## config.mk

```make
export PLATFORM = sky130hd
export DESIGN_NAME = flash_status_gen
export DESIGN_NICKNAME = d
export VERILOG_FILES = /design/src/rtl/flash_status_pkg.sv /design/src/rtl/fsg_toggle_bank.sv /design/src/rtl/fsg_status_encode.sv /design/src/rtl/fsg_rsp_reg.sv /design/src/rtl/flash_status_gen.sv
export SDC_FILE = /design/constraint.sdc
export NUM_CORES = 1
export LEC_CHECK = 0
export BUFFER_PORTS_ARGS = -buffer_cell sky130_fd_sc_hd__buf_4
export CAP_MARGIN = 15
export CORE_ASPECT_RATIO = 1.75
export CORE_MARGIN = 8
export CORE_UTILIZATION = 31
export DETAILED_ROUTE_END_ITERATION = 12
export PLACE_DENSITY = 0.59
export SLEW_MARGIN = 20
export SYNTH_ARGS = -nofsm -noshare
export SYNTH_HDL_FRONTEND = slang
export SYNTH_SLANG_ARGS = --single-unit
```

## constraint.sdc

```tcl
create_clock -name clk -period 2 [get_ports clk]
set_input_delay 0.4 -clock clk [delete_from_list [all_inputs] [get_ports clk]]
set_output_delay 0.4 -clock clk [all_outputs]
set_load 0.005 [all_outputs]
```

## src/rtl/flash_status_pkg.sv

```systemverilog
package flash_status_pkg;
  localparam int DW = 8;
  localparam int NTOG = 2;
  localparam int T6 = 0;
  localparam int T2 = 1;

  typedef enum logic [2:0] {
    OP_IDLE      = 3'd0,
    OP_PROG      = 3'd1,
    OP_ERASE     = 3'd2,
    OP_ESUSP     = 3'd3,
    OP_PSUSP     = 3'd4,
    OP_BUF_BUSY  = 3'd5,
    OP_BUF_ABORT = 3'd6,
    OP_ES_PROG   = 3'd7
  } op_e;

  function automatic logic op_is_busy(input op_e op);
    return !(op == OP_IDLE || op == OP_ESUSP || op == OP_PSUSP);
  endfunction
endpackage

```

## src/rtl/fsg_toggle_bank.sv

```systemverilog
module fsg_toggle_bank #(
  parameter int N = 2
) (
  input  logic         clk,
  input  logic         rst_n,
  input  logic         clr,
  input  logic [N-1:0] adv,
  output logic [N-1:0] q
);
  for (genvar g = 0; g < N; g++) begin : g_tog
    always_ff @(posedge clk) begin
      if (!rst_n || clr) q[g] <= 1'b0;
      else if (adv[g])   q[g] <= ~q[g];
    end
  end
endmodule

```

## src/rtl/fsg_status_encode.sv

```systemverilog
module fsg_status_encode
  import flash_status_pkg::*;
#(
  parameter int SEC_W = 4
) (
  input  op_e                op,
  input  logic               timeout,
  input  logic               wr_msb,
  input  logic [SEC_W-1:0]   susp_sector,
  input  logic [SEC_W-1:0]   rd_sector,
  input  logic [DW-1:0]      array_data,
  input  logic [NTOG-1:0]    tog,
  output logic [DW-1:0]      word,
  output logic [NTOG-1:0]    adv_req
);
  logic sec_hit;
  assign sec_hit = (rd_sector == susp_sector);

  always_comb begin
    word    = '0;
    adv_req = '0;
    unique case (op)
      OP_IDLE: word = array_data;
      OP_PROG, OP_ES_PROG, OP_BUF_BUSY, OP_BUF_ABORT: begin
        word[7]     = ~wr_msb;
        word[6]     = tog[T6];
        word[5]     = timeout;
        word[1]     = (op == OP_BUF_ABORT);
        adv_req[T6] = 1'b1;
      end
      OP_ERASE: begin
        word[6]     = tog[T6];
        word[5]     = timeout;
        word[3]     = 1'b1;
        word[2]     = tog[T2];
        adv_req[T6] = 1'b1;
        adv_req[T2] = 1'b1;
      end
      OP_ESUSP: begin
        if (sec_hit) begin
          word[7]     = 1'b1;
          word[6]     = tog[T6];
          word[2]     = tog[T2];
          adv_req[T2] = 1'b1;
        end else begin
          word = array_data;
        end
      end
      OP_PSUSP: word = sec_hit ? '1 : array_data;
      default: word = array_data;
    endcase
  end
endmodule

```

## src/rtl/fsg_rsp_reg.sv

```systemverilog
module fsg_rsp_reg #(
  parameter int W = 8
) (
  input  logic         clk,
  input  logic         rst_n,
  input  logic         in_valid,
  output logic         in_ready,
  input  logic [W-1:0] din,
  output logic         out_valid,
  input  logic         out_ready,
  output logic [W-1:0] dout
);
  assign in_ready = !out_valid || out_ready;

  always_ff @(posedge clk) begin
    if (!rst_n) begin
      out_valid <= 1'b0;
      dout      <= '0;
    end else if (in_valid && in_ready) begin
      out_valid <= 1'b1;
      dout      <= din;
    end else if (out_ready) begin
      out_valid <= 1'b0;
    end
  end
endmodule

```

## src/rtl/flash_status_gen.sv

```systemverilog
module flash_status_gen
  import flash_status_pkg::*;
#(
  parameter int SEC_W = 4
) (
  input  logic             clk,
  input  logic             rst_n,
  input  logic [2:0]       op_state,
  input  logic             timeout,
  input  logic             wr_msb,
  input  logic [SEC_W-1:0] susp_sector,
  input  logic [7:0]       array_data,
  input  logic             rd_valid,
  output logic             rd_ready,
  input  logic [SEC_W-1:0] rd_sector,
  output logic             rsp_valid,
  input  logic             rsp_ready,
  output logic [7:0]       rsp_data,
  output logic             ready_busy
);
  op_e             op;
  logic [NTOG-1:0] tog;
  logic [NTOG-1:0] adv_req;
  logic [DW-1:0]   word;
  logic            fire;

  assign op         = op_e'(op_state);
  assign fire       = rd_valid && rd_ready;
  assign ready_busy = !op_is_busy(op);

  fsg_status_encode #(.SEC_W(SEC_W)) u_enc (
    .op(op), .timeout(timeout), .wr_msb(wr_msb),
    .susp_sector(susp_sector), .rd_sector(rd_sector),
    .array_data(array_data), .tog(tog),
    .word(word), .adv_req(adv_req)
  );

  fsg_toggle_bank #(.N(NTOG)) u_tog (
    .clk(clk), .rst_n(rst_n), .clr(op == OP_IDLE),
    .adv(adv_req & {NTOG{fire}}), .q(tog)
  );

  fsg_rsp_reg #(.W(DW)) u_rsp (
    .clk(clk), .rst_n(rst_n),
    .in_valid(rd_valid), .in_ready(rd_ready), .din(word),
    .out_valid(rsp_valid), .out_ready(rsp_ready), .dout(rsp_data)
  );
endmodule

```

==> impl_results.html, run 1 <==
<table>
<tr><th>Metric</th><th>Value</th></tr>
<tr><th colspan="2">Die</th></tr>
<tr><td>Vertical die dimension</td><td>between 70 and 80 um</td></tr>
<tr><td>Die Outline Area</td><td>0.00416 mm2</td></tr>
<tr><td>Initial Util</td><td>31.9%</td></tr>
<tr><td>Std-Cell Core Area</td><td>roughly 0.0022 mm2</td></tr>
<tr><td>Row Count</td><td>23</td></tr>
<tr><td>Die extent in x</td><td>~52 um</td></tr>
<tr><td>Top Ports</td><td>36</td></tr>
<tr><th colspan="2">Global route</th></tr>
<tr><td>Most Used Layer, Global Route</td><td>met2</td></tr>
<tr><td>GRT Resource Usage Total</td><td>between 10% and 20%</td></tr>
<tr><td>Initial antenna violation count</td><td>0</td></tr>
<tr><td>Sum of overflow across all layers after global routing</td><td>0</td></tr>
<tr><td>Vias in the first global route</td><td>854</td></tr>
<tr><td>Grt met3 use</td><td>3.36%</td></tr>
<tr><td>Wire length of the first global-routing pass</td><td>3.65 mm</td></tr>
<tr><td>Maximum number of pins on one net before global-route repair</td><td>14</td></tr>
<tr><td>Met1 capacity usage during global routing</td><td>11.4%</td></tr>
<tr><td>Met2 capacity usage during global routing</td><td>19.1%</td></tr>
<tr><th colspan="2">Worst setup path</th></tr>
<tr><td>Required time of the critical path</td><td>between 1500 and 2000 ps</td></tr>
<tr><td>Startpoint kind of the worst setup timing path</td><td>input pin</td></tr>
<tr><td>Cell depth of the worst flop-to-flop path</td><td>5</td></tr>
<tr><td>Crit path DAT</td><td>approximately 1200 ps</td></tr>
<tr><td>Crit. End Element</td><td>output port</td></tr>
<tr><td>Worst Path Max Fanout</td><td>8</td></tr>
<tr><td>Category of the critical setup timing path</td><td>input pin to output port</td></tr>
<tr><td>Total buffers and inverters traversed by the critical path</td><td>2</td></tr>
<tr><td>Reg-to-Reg End</td><td>u_rsp.dout[6]</td></tr>
<tr><td>Worst stage delay on the critical path</td><td>320 ps</td></tr>
<tr><td>Critical path, cell by cell</td><td>buf_4 -&gt; nor2b_1 -&gt; nand2_1 -&gt; nand2_1 -&gt; buf_4</td></tr>
<tr><td>Worst flop-to-flop path startpoint</td><td>u_rsp.out_valid</td></tr>
<tr><td>Register-to-register path setup slack</td><td>between 500 and 600 ps</td></tr>
<tr><td>Standard cell with the maximum stage delay on the critical path</td><td>nor2b_1</td></tr>
<tr><td>Delay-heaviest family, CP</td><td>simple AND/OR/NAND/NOR gates</td></tr>
<tr><th colspan="2">Cells and area</th></tr>
<tr><td>Final net count</td><td>between 150 and 200</td></tr>
<tr><td>Antenna Cells</td><td>0</td></tr>
<tr><td>Final std cell area, no fill</td><td>about 0.0011 mm2</td></tr>
<tr><td>Area added between synthesis and finish</td><td>48.4%</td></tr>
<tr><td>Layout cell share with drive strength beyond 1</td><td>36.6%</td></tr>
<tr><th colspan="2">CTS</th></tr>
<tr><td>Maximum level of the CTS H-tree</td><td>1</td></tr>
<tr><td>Clock sink total</td><td>11</td></tr>
<tr><td>Maximum number of buffers from clock root to sink</td><td>2</td></tr>
<tr><td>Source-to-sink clock delay at the later pin of the worst-skew pair</td><td>~240 ps</td></tr>
<tr><td>Post-CTS Setup Bufs</td><td>0</td></tr>
<tr><td>TritonCTS clock tree</td><td>done</td></tr>
<tr><td>Num CTS Buffers</td><td>3</td></tr>
<tr><td>Post-CTS Hold Buffers</td><td>0</td></tr>
<tr><td>Number of gates given a new drive strength after cts</td><td>0</td></tr>
<tr><td>Clock-pin transition on the worst setup and hold timing paths</td><td>~60 ps</td></tr>
<tr><td>CTS root buffer</td><td>clkbuf_8</td></tr>
<tr><th colspan="2">Yosys</th></tr>
<tr><td>Main area contributors after synthesis</td><td>dfxtp_1 31%, a21oi_1 7.0%, o21ai_0 6.3%</td></tr>
<tr><td>Number of enable-type register cells in the synthesized netlist</td><td>0</td></tr>
<tr><td>Post-synthesis sequential area ratio</td><td>a little under a third</td></tr>
<tr><td>Syn avg cell area</td><td>between 7 and 8 um2</td></tr>
<tr><td>Register bit count reported by yosys</td><td>11</td></tr>
<tr><td>Share of Yosys cell area claimed by the top area cell type</td><td>30.8%</td></tr>
<tr><td>Cell with the most instances after synthesis</td><td>dfxtp_1</td></tr>
<tr><td>Number of different library cells in the post-synthesis netlist</td><td>31</td></tr>
<tr><td>Post-synthesis instance total</td><td>94</td></tr>
<tr><td>Yosys top cell by area</td><td>dfxtp_1</td></tr>
<tr><td>Number of nets produced by synthesis</td><td>119</td></tr>
<tr><td>Cell area after technology mapping</td><td>a little over 700 um2</td></tr>
<tr><td>Ranking of synthesized cells by instance count</td><td>11 x dfxtp_1, 10 x a21oi_1, 10 x nand2_1</td></tr>
<tr><td>Yosys Warn Count</td><td>0</td></tr>
<tr><td>Predominant post-synthesis flop cell</td><td>dfxtp_1</td></tr>
<tr><td>Async S/R FF share, synth</td><td>0%</td></tr>
<tr><th colspan="2">Power</th></tr>
<tr><td>Combinational power share</td><td>25.7%</td></tr>
<tr><td>Final total power</td><td>0.634 mW</td></tr>
<tr><td>Pwr per Cell Area</td><td>a little under 600 mW/mm2</td></tr>
<tr><td>Part of the power in registers</td><td>between 30% and 40%</td></tr>
<tr><td>Net Sw Frac</td><td>about 27%</td></tr>
<tr><td>Clock power frac</td><td>36.1%</td></tr>
<tr><td>VDD IR-drop max</td><td>approximately 390 uV</td></tr>
<tr><td>Cell-internal power</td><td>0.462 mW</td></tr>
<tr><td>Leakage power summed over all cells</td><td>around 0.48 nW</td></tr>
<tr><td>Sw Pwr</td><td>about 0.17 mW</td></tr>
<tr><th colspan="2">Route</th></tr>
<tr><td>Aggregate routed wire length</td><td>between 2 and 2.5 mm</td></tr>
<tr><td>DRC violation count after routing</td><td>0</td></tr>
<tr><td>First drt pass iteration count</td><td>4</td></tr>
<tr><td>Via density</td><td>roughly 5.3</td></tr>
<tr><td>Routed length per placed instance</td><td>14.3 um</td></tr>
<tr><td>Detail Route Antenna Nets</td><td>0</td></tr>
<tr><td>Detailed-route via count</td><td>829</td></tr>
<tr><td>Number of DRC violations after detailed-routing iteration 0</td><td>15</td></tr>
<tr><th colspan="2">Timing</th></tr>
<tr><td>Setup repair after global routing missed its margin</td><td>no</td></tr>
<tr><td>Number of pins with negative max-slew slack in the final report</td><td>0</td></tr>
<tr><td>Final Worst Setup Slack</td><td>approximately 360 ps</td></tr>
<tr><td>Share of the clock period used by the worst path</td><td>~82%</td></tr>
<tr><td>Worst setup skew after layout</td><td>between 8 and 9 ps</td></tr>
<tr><td>Headroom to the max-slew limit</td><td>between 70% and 80%</td></tr>
<tr><td>Worst slew pin tran</td><td>335 ps</td></tr>
<tr><td>Clock period minus final worst setup slack</td><td>between 1500 and 2000 ps</td></tr>
<tr><td>Number of endpoints with negative hold slack in the final report</td><td>0</td></tr>
<tr><td>Final-layout setup total negative slack</td><td>0 ps</td></tr>
<tr><td>Maximum frequency from static timing analysis</td><td>between 600 and 700 MHz</td></tr>
<tr><td>Final-report setup violation count</td><td>0</td></tr>
<tr><th colspan="2">Placement</th></tr>
<tr><td>Worst slack at placement</td><td>roughly 170 ps</td></tr>
<tr><td>Cell area after placement</td><td>a little over 0.001 mm2</td></tr>
<tr><td>Final weighted congestion in routability-driven placement</td><td>a little under 0.8</td></tr>
<tr><td>Detailed placer's ending HPWL</td><td>approximately 1.8 mm</td></tr>
<tr><td>Count of input and output buffers</td><td>35</td></tr>
<tr><th colspan="2">Min path</th></tr>
<tr><td>Number of stages on the worst hold path</td><td>2</td></tr>
<tr><td>Worst min-delay path class</td><td>input pin to flop</td></tr>
<tr><td>Worst min-delay path startpoint</td><td>op_state[0]</td></tr>
<tr><td>Endpoint with the worst hold slack</td><td>u_tog.q[0]</td></tr>
<tr><th colspan="2">Job</th></tr>
<tr><td>Maxcap violations</td><td>0</td></tr>
<tr><th colspan="2">Run status</th></tr>
<tr><td>Run status</td><td>finished clean</td></tr>
</table>
==> cell type report <==
type	count	area [um2]
multi-input cells	72	450
inverters	4	15.0
clock buffers	4	45.0
well taps	25	31.3
fillers	239	1180
flip-flops and latches	11	220
repair buffers	40	300
==> cell families (layout without fill, tap and decap cells) <==
| logic type | Yosys count | count (layout) | share of synthesized area [%] |
|---|---|---|---|
| multiplexers | 3 | 3 | 4.37 |
| buffers and inverters | 11 | 48 | 6.29 |
| XOR/XNOR | 5 | 5 | 6.12 |
| flip-flops | 11 | 11 | 30.8 |
| AND/OR/NAND/NOR | 31 | 31 | 22.2 |
| AO/OA/AOI/OAI | 33 | 33 | 30.2 |
==> registers in the layout, summed over array words and instances (netlist names) <==
signal and count:
u_tog.q 2, u_rsp.dout 8, u_rsp.out_valid 1
==> power by group through the flow <==
stage	clock network [mW]	logic, mW	registers (mW)
after floorplan	0	0.0797	0.247
after global placement	0	0.162	0.246
after detailed placement	0	0.164	0.247
after CTS	0.236	0.164	0.242
after global routing	0.245	0.179	0.244
final	0.229	0.163	0.243
==> how the worst max path moves through the flow <==
stage	slack, ps	endpoint	cells past startpoint	start
floorplan	290	u_rsp.dout[6]	5	susp_sector[1]
global placement	170	u_rsp.dout[5]	6	susp_sector[1]
detailed placement	170	u_rsp.dout[6]	6	susp_sector[1]
CTS	370	ready_busy	5	op_state[1]
global route	290	ready_busy	5	op_state[1]
finish	360	ready_busy	5	op_state[1]
==> through the flow <==
stage,utilization [%],instances,hold WS [ps]
2_1_floorplan,-,94,447
3_3_place_gp,45.3,152,445
3_5_place_dp,45.3,152,448
4_1_cts,47.3,156,428
5_1_grt,47.3,156,446
6_report,47.3,156,434
==> worst reg2reg max path: stages, from the launching register on <==
cell and delay, ps:
dfxtp_1 300, nand2b_1 110, and2_1 280, mux2_2 380, o311ai_0 100, a32oi_1 140
==> cells in the final DEF (no fill, tap or decap), types with 3 or more instances in the layout <==
| master | instances |
|---|---|
| inv_1 | 4 |
| xor2_1 | 5 |
| nor2_1 | 7 |
| dfxtp_1 | 11 |
| clkbuf_8 | 3 |
| o21ai_0 | 9 |
| buf_4 | 40 |
| nor3_1 | 3 |
| nand3_1 | 3 |
| nand2_1 | 10 |
| a21oi_1 | 10 |
==> layer usage <==
metal	wire length, um	up-vias
li1	-	413
met1	843	394
met2	1220	20
met3	145	2
met4	14	0
met5	0	-
No activity file was read; power rests on OpenSTA's default activity.
==> run 2: changes to the inputs <==
--- a/config.mk
+++ b/config.mk
@@ -5,13 +5,14 @@
 export SDC_FILE = /design/constraint.sdc
 export NUM_CORES = 1
 export LEC_CHECK = 0
+export ABC_AREA = 1
 export BUFFER_PORTS_ARGS = -buffer_cell sky130_fd_sc_hd__buf_4
 export CAP_MARGIN = 15
 export CORE_ASPECT_RATIO = 1.75
 export CORE_MARGIN = 8
 export CORE_UTILIZATION = 31
 export DETAILED_ROUTE_END_ITERATION = 12
-export PLACE_DENSITY = 0.59
+export PLACE_DENSITY = 0.58
 export SLEW_MARGIN = 20
 export SYNTH_ARGS = -nofsm -noshare
 export SYNTH_HDL_FRONTEND = slang
==> constraint.sdc (replaced) <==
create_clock -name clk -period 1.7 [get_ports clk]
set_input_delay 0.34 -clock clk [delete_from_list [all_inputs] [get_ports clk]]
set_output_delay 0.34 -clock clk [all_outputs]
set_load 0.005 [all_outputs]
==> impl_results.html, run 2 <==
<table>
<tr><th>Metric</th><th>Value</th></tr>
<tr><th colspan="2">Yosys</th></tr>
<tr><td>Number of nets produced by synthesis</td><td>155</td></tr>
<tr><td>Async S/R FF share, synth</td><td>0%</td></tr>
<tr><td>Share of Yosys cell area claimed by the top area cell type</td><td>28.9%</td></tr>
<tr><td>Cell with the most instances after synthesis</td><td>nand2_1</td></tr>
<tr><td>Yosys top cell by area</td><td>dfxtp_1</td></tr>
<tr><td>Predominant post-synthesis flop cell</td><td>dfxtp_1</td></tr>
<tr><td>Number of enable-type register cells in the synthesized netlist</td><td>0</td></tr>
<tr><td>Syn avg cell area</td><td>between 5 and 6 um2</td></tr>
<tr><td>Post-synthesis sequential area ratio</td><td>between 20 and 30%</td></tr>
<tr><td>Yosys Warn Count</td><td>0</td></tr>
<tr><td>Register bit count reported by yosys</td><td>11</td></tr>
<tr><td>Post-synthesis instance total</td><td>130</td></tr>
<tr><td>Ranking of synthesized cells by instance count</td><td>42 x nand2_1, 23 x inv_1, 12 x nand3_1</td></tr>
<tr><td>Cell area after technology mapping</td><td>761 um2</td></tr>
<tr><td>Main area contributors after synthesis</td><td>dfxtp_1 29%, nand2_1 21%, inv_1 11%</td></tr>
<tr><td>Number of different library cells in the post-synthesis netlist</td><td>18</td></tr>
<tr><th colspan="2">Power</th></tr>
<tr><td>VDD IR-drop max</td><td>about 240 uV</td></tr>
<tr><td>Sw Pwr</td><td>0.191 mW</td></tr>
<tr><td>Part of the power in registers</td><td>between 30% and 40%</td></tr>
<tr><td>Combinational power share</td><td>about a quarter</td></tr>
<tr><td>Leakage power summed over all cells</td><td>about 0.59 nW</td></tr>
<tr><td>Clock power frac</td><td>35.2%</td></tr>
<tr><td>Net Sw Frac</td><td>a little over a quarter</td></tr>
<tr><td>Pwr per Cell Area</td><td>between 600 and 700 mW/mm2</td></tr>
<tr><td>Cell-internal power</td><td>about 0.53 mW</td></tr>
<tr><th colspan="2">Route</th></tr>
<tr><td>Routed length per placed instance</td><td>between 10 and 15 um</td></tr>
<tr><td>Number of DRC violations after detailed-routing iteration 0</td><td>20</td></tr>
<tr><td>DRC violation count after routing</td><td>0</td></tr>
<tr><td>First drt pass iteration count</td><td>4</td></tr>
<tr><td>Detailed-route via count</td><td>just over 900</td></tr>
<tr><td>Via density</td><td>~4.6</td></tr>
<tr><td>Detail Route Antenna Nets</td><td>0</td></tr>
<tr><td>Aggregate routed wire length</td><td>approximately 2.2 mm</td></tr>
<tr><th colspan="2">Timing</th></tr>
<tr><td>Number of endpoints with negative hold slack in the final report</td><td>0</td></tr>
<tr><td>Maximum frequency from static timing analysis</td><td>673 MHz</td></tr>
<tr><td>Setup repair after global routing missed its margin</td><td>no</td></tr>
<tr><td>Worst slew pin tran</td><td>approximately 360 ps</td></tr>
<tr><td>Worst hold-check slack</td><td>between 300 and 400 ps</td></tr>
<tr><td>Final-layout setup total negative slack</td><td>0 ps</td></tr>
<tr><td>Share of the clock period used by the worst path</td><td>just under 90%</td></tr>
<tr><td>Number of pins with negative max-slew slack in the final report</td><td>0</td></tr>
<tr><td>Clock period minus final worst setup slack</td><td>between 1000 and 1500 ps</td></tr>
<tr><td>Final-report setup violation count</td><td>0</td></tr>
<tr><td>Headroom to the max-slew limit</td><td>75.6%</td></tr>
<tr><td>Worst setup skew after layout</td><td>roughly 0.26 ps</td></tr>
<tr><th colspan="2">Die</th></tr>
<tr><td>Top Ports</td><td>36</td></tr>
<tr><td>Initial Util</td><td>roughly a third</td></tr>
<tr><td>Std-Cell Core Area</td><td>approximately 0.0024 mm2</td></tr>
<tr><td>Die extent in x</td><td>roughly 53 um</td></tr>
<tr><td>Vertical die dimension</td><td>around 82 um</td></tr>
<tr><td>Die Outline Area</td><td>about 0.0044 mm2</td></tr>
<tr><td>Row Count</td><td>24</td></tr>
<tr><th colspan="2">Worst setup path</th></tr>
<tr><td>Top cell by count, worst path</td><td>buf_4</td></tr>
<tr><td>Critical path, cell by cell</td><td>buf_4 -&gt; inv_1 -&gt; nand2_1 -&gt; nor2_4 -&gt; nor2_1 -&gt; inv_2 -&gt; buf_4</td></tr>
<tr><td>Crit path DAT</td><td>roughly 1200 ps</td></tr>
<tr><td>Startpoint kind of the worst setup timing path</td><td>input pin</td></tr>
<tr><td>Required time of the critical path</td><td>about 1400 ps</td></tr>
<tr><td>Worst Path Max Fanout</td><td>8</td></tr>
<tr><td>Category of the critical setup timing path</td><td>input pin to output port</td></tr>
<tr><td>Worst stage delay on the critical path</td><td>around 190 ps</td></tr>
<tr><td>Crit. End Element</td><td>output port</td></tr>
<tr><td>Standard cell with the maximum stage delay on the critical path</td><td>nor2_4</td></tr>
<tr><td>Delay-heaviest family, CP</td><td>simple AND/OR/NAND/NOR gates</td></tr>
<tr><td>Total buffers and inverters traversed by the critical path</td><td>4</td></tr>
<tr><th colspan="2">CTS</th></tr>
<tr><td>Post-CTS Hold Buffers</td><td>0</td></tr>
<tr><td>CTS root buffer</td><td>clkbuf_8</td></tr>
<tr><td>Clock-pin transition on the worst setup and hold timing paths</td><td>50 ps</td></tr>
<tr><td>Clock sink total</td><td>11</td></tr>
<tr><td>Maximum level of the CTS H-tree</td><td>1</td></tr>
<tr><td>Number of gates given a new drive strength after cts</td><td>0</td></tr>
<tr><td>Source-to-sink clock delay at the later pin of the worst-skew pair</td><td>approximately 230 ps</td></tr>
<tr><td>Num CTS Buffers</td><td>3</td></tr>
<tr><td>TritonCTS clock tree</td><td>done</td></tr>
<tr><td>Maximum number of buffers from clock root to sink</td><td>2</td></tr>
<tr><td>Post-CTS Setup Bufs</td><td>0</td></tr>
<tr><th colspan="2">Cells and area</th></tr>
<tr><td>Most common library cell in the layout ignoring fill and taps</td><td>nand2_1</td></tr>
<tr><td>Antenna Cells</td><td>0</td></tr>
<tr><td>Most frequent cells in the layout</td><td>42 x nand2_1, 38 x buf_4, 23 x inv_1</td></tr>
<tr><td>Layout cell share with drive strength beyond 1</td><td>about 27%</td></tr>
<tr><td>Register ranked first by flip-flop count</td><td>u_rsp.dout</td></tr>
<tr><td>Max reg flops</td><td>8</td></tr>
<tr><td>Area added between synthesis and finish</td><td>45.2%</td></tr>
<tr><td>Final net count</td><td>roughly 200</td></tr>
<tr><td>Largest registers</td><td>u_rsp.dout (8), u_tog.q (2), u_rsp.out_valid (1)</td></tr>
<tr><th colspan="2">Placement</th></tr>
<tr><td>Detailed placer's ending HPWL</td><td>1.86 mm</td></tr>
<tr><td>Final weighted congestion in routability-driven placement</td><td>between 0.7 and 0.8</td></tr>
<tr><td>Count of input and output buffers</td><td>35</td></tr>
<tr><th colspan="2">Global route</th></tr>
<tr><td>Vias in the first global route</td><td>910</td></tr>
<tr><td>Wire length of the first global-routing pass</td><td>3.57 mm</td></tr>
<tr><td>Initial antenna violation count</td><td>0</td></tr>
<tr><td>Maximum number of pins on one net before global-route repair</td><td>14</td></tr>
<tr><td>GRT Resource Usage Total</td><td>10.6%</td></tr>
<tr><td>Sum of overflow across all layers after global routing</td><td>0</td></tr>
<tr><th colspan="2">Run status</th></tr>
<tr><td>Run status</td><td>finished clean</td></tr>
<tr><th colspan="2">Job</th></tr>
<tr><td>Maxcap violations</td><td>0</td></tr>
<tr><th colspan="2">Min path</th></tr>
<tr><td>Worst min-delay path class</td><td>input pin to flop</td></tr>
</table>
-- run 2: cell count changes after synthesis, sizes merged, moves of 3 or more --
cell and delta:
inv +20, nor3 -3, nor2 +4, xor2 -5, o21ai +3, clkbuf -4, nand3 +9, nand2 +33
-- run 2: path summary, 6_finish.rpt --
check | start | endpoint | slack [ps] | cells after the start
setup / recovery | op_state[2] | ready_busy | 210 | 7
hold / removal | rst_n | u_rsp.dout[5] | 380 | 3
setup reg to reg | u_rsp.out_valid | u_rsp.dout[7] | 530 | 5
hold reg to reg | u_rsp.dout[3] | u_rsp.dout[3] | 470 | 2
-- run 2: power by group through the flow --
stage	sequential (mW)	combinational, mW	clock [mW]
after global placement	0.286	0.184	0
after CTS	0.281	0.189	0.262
after floorplan	0.287	0.0941	0
after global routing	0.283	0.211	0.278
after detailed placement	0.286	0.188	0
final	0.281	0.186	0.254
-- run 2: stage by stage --
| step | util, % | total power, mW | cells | setup WS [ps] | cell area [um2] |
|---|---|---|---|---|---|
| global route | 46.0 | 0.772 | 196 | 128 | 1100 |
| CTS | 46.0 | 0.732 | 196 | 210 | 1100 |
| detailed placement | 44.1 | 0.474 | 192 | 79.9 | 1060 |
| finish | 46.0 | 0.721 | 196 | 214 | 1100 |
| global placement | 44.1 | 0.470 | 192 | 108 | 1060 |
| floorplan | - | 0.381 | 130 | 473 | 761 |
-- run 2: cells by family after synthesis --
kind of cell           after synthesis  share of synthesized area (%)
AOI/OAI and AO/OA                   27                           20.9
buffers and inverters               26                           14.3
DFF                                 11                           28.9
and+or+nand+nor                     66                           35.9
-- run 2: worst reg2reg max path: stages, from the launching register on --
cell and delay [ps]:
dfxtp_1 300, nand2_1 90, nand2_1 70, inv_1 270, o21ai_0 200, a21oi_1 160
-- run 2: area by class of cell --
| class | instances | area, um2 |
|---|---|---|
| Timing Repair Buffer | 38 | 285 |
| Tap cell | 26 | 32.5 |
| Clock buffer | 4 | 45.0 |
| Sequential cell | 11 | 220 |
| Multi-Input combinational cell | 93 | 432 |
| Fill cell | 274 | 1300 |
| Inverter | 24 | 90.1 |
-- run 2: metal layers --
| layer | global-route usage, % | up-vias | part of all wire (%) |
|---|---|---|---|
| met2 | 19.6 | 27 | 53 |
| met4 | 6.85 | 0 | 2.4 |
| li1 | - | 487 | - |
| met1 | 10.2 | 387 | 39 |
| met3 | 1.81 | 5 | 6.0 |
| met5 | 0 | - | 0 |
==> run 3: changes to the inputs <==
--- a/config.mk
+++ b/config.mk
@@ -13,6 +13,7 @@
 export CORE_UTILIZATION = 31
 export DETAILED_ROUTE_END_ITERATION = 12
 export PLACE_DENSITY = 0.58
+export REMOVE_ABC_BUFFERS = 1
 export SLEW_MARGIN = 20
 export SYNTH_ARGS = -nofsm -noshare
 export SYNTH_HDL_FRONTEND = slang
==> impl_results.html, run 3 (synthesis results as in run 2) <==
<table>
<tr><th>Metric</th><th>Value</th></tr>
<tr><th colspan="2">Power</th></tr>
<tr><td>Pwr per Cell Area</td><td>659 mW/mm2</td></tr>
<tr><td>VDD IR-drop max</td><td>about 460 uV</td></tr>
<tr><td>Leakage power summed over all cells</td><td>0.581 nW</td></tr>
<tr><th colspan="2">Worst setup path</th></tr>
<tr><td>Worst stage delay on the critical path</td><td>approximately 180 ps</td></tr>
<tr><td>Crit path DAT</td><td>between 1000 and 1500 ps</td></tr>
<tr><td>Required time of the critical path</td><td>1360 ps</td></tr>
<tr><td>Crit. End Element</td><td>output port</td></tr>
<tr><td>Startpoint kind of the worst setup timing path</td><td>input pin</td></tr>
<tr><td>Category of the critical setup timing path</td><td>input pin to output port</td></tr>
<tr><td>Worst Path Max Fanout</td><td>8</td></tr>
<tr><td>Top cell by count, worst path</td><td>buf_4</td></tr>
<tr><td>First element of the critical path</td><td>op_state[2]</td></tr>
<tr><td>Worst flop-to-flop path startpoint</td><td>u_rsp.out_valid</td></tr>
<tr><td>Standard cell with the maximum stage delay on the critical path</td><td>nor2_4</td></tr>
<tr><td>Critical path, cell by cell</td><td>buf_4 -&gt; inv_1 -&gt; nand2_1 -&gt; nor2_4 -&gt; nor2_1 -&gt; inv_2 -&gt; buf_4</td></tr>
<tr><th colspan="2">Cells and area</th></tr>
<tr><td>Antenna Cells</td><td>0</td></tr>
<tr><td>Most frequent cells in the layout</td><td>42 x nand2_1, 36 x buf_4, 23 x inv_1</td></tr>
<tr><td>Final net count</td><td>slightly below 200</td></tr>
<tr><td>Layout cell share with drive strength beyond 1</td><td>a little over a quarter</td></tr>
<tr><td>Area added between synthesis and finish</td><td>43.3%</td></tr>
<tr><td>Most common library cell in the layout ignoring fill and taps</td><td>nand2_1</td></tr>
<tr><td>Sequential Area</td><td>between 200 and 250 um2</td></tr>
<tr><td>Final core utilization</td><td>a little under half</td></tr>
<tr><td>Register ranked first by flip-flop count</td><td>u_rsp.dout</td></tr>
<tr><td>Largest registers</td><td>u_rsp.dout (8), u_tog.q (2), u_rsp.out_valid (1)</td></tr>
<tr><td>Multi-input gate area in the final layout</td><td>432 um2</td></tr>
<tr><td>Max reg flops</td><td>8</td></tr>
<tr><td>Count of fill cells added during filler insertion</td><td>around 270</td></tr>
<tr><th colspan="2">Die</th></tr>
<tr><td>Initial Util</td><td>between 30% and 40%</td></tr>
<tr><td>Std-Cell Core Area</td><td>around 0.0024 mm2</td></tr>
<tr><td>Die Outline Area</td><td>about 0.0044 mm2</td></tr>
<tr><td>Row Count</td><td>24</td></tr>
<tr><td>Die extent in x</td><td>between 50 and 60 um</td></tr>
<tr><td>Vertical die dimension</td><td>81.5 um</td></tr>
<tr><td>Top Ports</td><td>36</td></tr>
<tr><th colspan="2">CTS</th></tr>
<tr><td>Maximum number of buffers from clock root to sink</td><td>2</td></tr>
<tr><td>Maximum level of the CTS H-tree</td><td>1</td></tr>
<tr><td>Source-to-sink clock delay at the later pin of the worst-skew pair</td><td>between 200 and 250 ps</td></tr>
<tr><td>Clock-pin transition on the worst setup and hold timing paths</td><td>approximately 50 ps</td></tr>
<tr><td>CTS root buffer</td><td>clkbuf_8</td></tr>
<tr><td>Post-CTS Setup Bufs</td><td>0</td></tr>
<tr><td>TritonCTS clock tree</td><td>done</td></tr>
<tr><td>Number of gates given a new drive strength after cts</td><td>0</td></tr>
<tr><td>Post-CTS Hold Buffers</td><td>0</td></tr>
<tr><td>Num CTS Buffers</td><td>3</td></tr>
<tr><td>Clock sink total</td><td>11</td></tr>
<tr><th colspan="2">Timing</th></tr>
<tr><td>Worst slew pin tran</td><td>about 430 ps</td></tr>
<tr><td>Maximum frequency from static timing analysis</td><td>a little under 700 MHz</td></tr>
<tr><td>Worst setup skew after layout</td><td>around 0.41 ps</td></tr>
<tr><td>Number of endpoints with negative hold slack in the final report</td><td>0</td></tr>
<tr><td>Number of pins with negative max-slew slack in the final report</td><td>0</td></tr>
<tr><td>Setup repair after global routing missed its margin</td><td>no</td></tr>
<tr><td>Final-layout setup total negative slack</td><td>0 ps</td></tr>
<tr><td>Clock period minus final worst setup slack</td><td>1460 ps</td></tr>
<tr><td>Share of the clock period used by the worst path</td><td>a little under nine tenths</td></tr>
<tr><td>Final-report setup violation count</td><td>0</td></tr>
<tr><td>Headroom to the max-slew limit</td><td>~71%</td></tr>
<tr><th colspan="2">Global route</th></tr>
<tr><td>Initial antenna violation count</td><td>0</td></tr>
<tr><td>GRT Resource Usage Total</td><td>around a tenth</td></tr>
<tr><td>Vias in the first global route</td><td>approximately 900</td></tr>
<tr><td>Wire length of the first global-routing pass</td><td>3.68 mm</td></tr>
<tr><td>Sum of overflow across all layers after global routing</td><td>0</td></tr>
<tr><td>Maximum number of pins on one net before global-route repair</td><td>14</td></tr>
<tr><th colspan="2">Route</th></tr>
<tr><td>Detail Route Antenna Nets</td><td>0</td></tr>
<tr><td>DRC violation count after routing</td><td>0</td></tr>
<tr><td>Number of DRC violations after detailed-routing iteration 0</td><td>19</td></tr>
<tr><td>Detailed-route via count</td><td>~900</td></tr>
<tr><td>First drt pass iteration count</td><td>4</td></tr>
<tr><td>Via density</td><td>around 4.6</td></tr>
<tr><td>Aggregate routed wire length</td><td>approximately 2.1 mm</td></tr>
<tr><td>Routed length per placed instance</td><td>10.9 um</td></tr>
<tr><th colspan="2">Run status</th></tr>
<tr><td>Run status</td><td>finished clean</td></tr>
<tr><th colspan="2">Placement</th></tr>
<tr><td>Count of input and output buffers</td><td>35</td></tr>
<tr><td>Detailed placer's ending HPWL</td><td>between 1.5 and 2 mm</td></tr>
<tr><td>Final weighted congestion in routability-driven placement</td><td>0.760</td></tr>
<tr><th colspan="2">Job</th></tr>
<tr><td>Maxcap violations</td><td>0</td></tr>
<tr><th colspan="2">Min path</th></tr>
<tr><td>Worst min-delay path startpoint</td><td>rst_n</td></tr>
<tr><td>Worst min-delay path class</td><td>input pin to flop</td></tr>
</table>
run 3: final cells by class:
class,count,area share (%)
multi-input cells,93,39.6
well taps,26,2.99
inverters,24,8.27
repair buffers,36,24.8
clock buffers,4,4.13
flip-flops and latches,11,20.2
run 3: critical path: cells and delay by family:
family	cells	cell delay (ps)
buffers and inverters	4	400
AND/OR/NAND/NOR	3	390
run 3: final timing paths:
| kind | slack [ps] | end | cells past startpoint |
|---|---|---|---|
| min | 380 | u_rsp.dout[5] | 3 |
| max | 240 | ready_busy | 7 |
| max reg2reg | 540 | u_rsp.dout[4] | 5 |
| min reg2reg | 460 | u_tog.q[1] | 2 |
run 3: power by group:
part           leakage (nW)  internal (mW)  switching [mW]
Sequential           0.0902          0.274         0.00761
Clock                0.0228          0.164          0.0916
Combinational         0.468         0.0896          0.0915
run 3: routing by layer:
| layer | GRT usage [%] | routed length (um) | vias to the layer above |
|---|---|---|---|
| li1 | - | - | 483 |
| met1 | 10.2 | 847 | 381 |
| met2 | 19.7 | 1030 | 30 |
| met3 | 3.62 | 236 | 0 |
| met4 | 2.28 | 0 | 0 |
| met5 | 0 | 0 | - |
run 3: metrics by stage:
| stage | instance area, um2 | hold WS [ps] | worst slack (ps) | power, mW | std cells |
|---|---|---|---|---|---|
| after global placement | 1040 | 452 | 94.5 | 0.468 | 190 |
| final | 1090 | 376 | 236 | 0.718 | 194 |
| after CTS | 1090 | 376 | 232 | 0.732 | 194 |
| after detailed placement | 1040 | 454 | 20.1 | 0.469 | 190 |
| after floorplan | 742 | 436 | 344 | 0.375 | 128 |
| after global routing | 1090 | 386 | 66.0 | 0.768 | 194 |
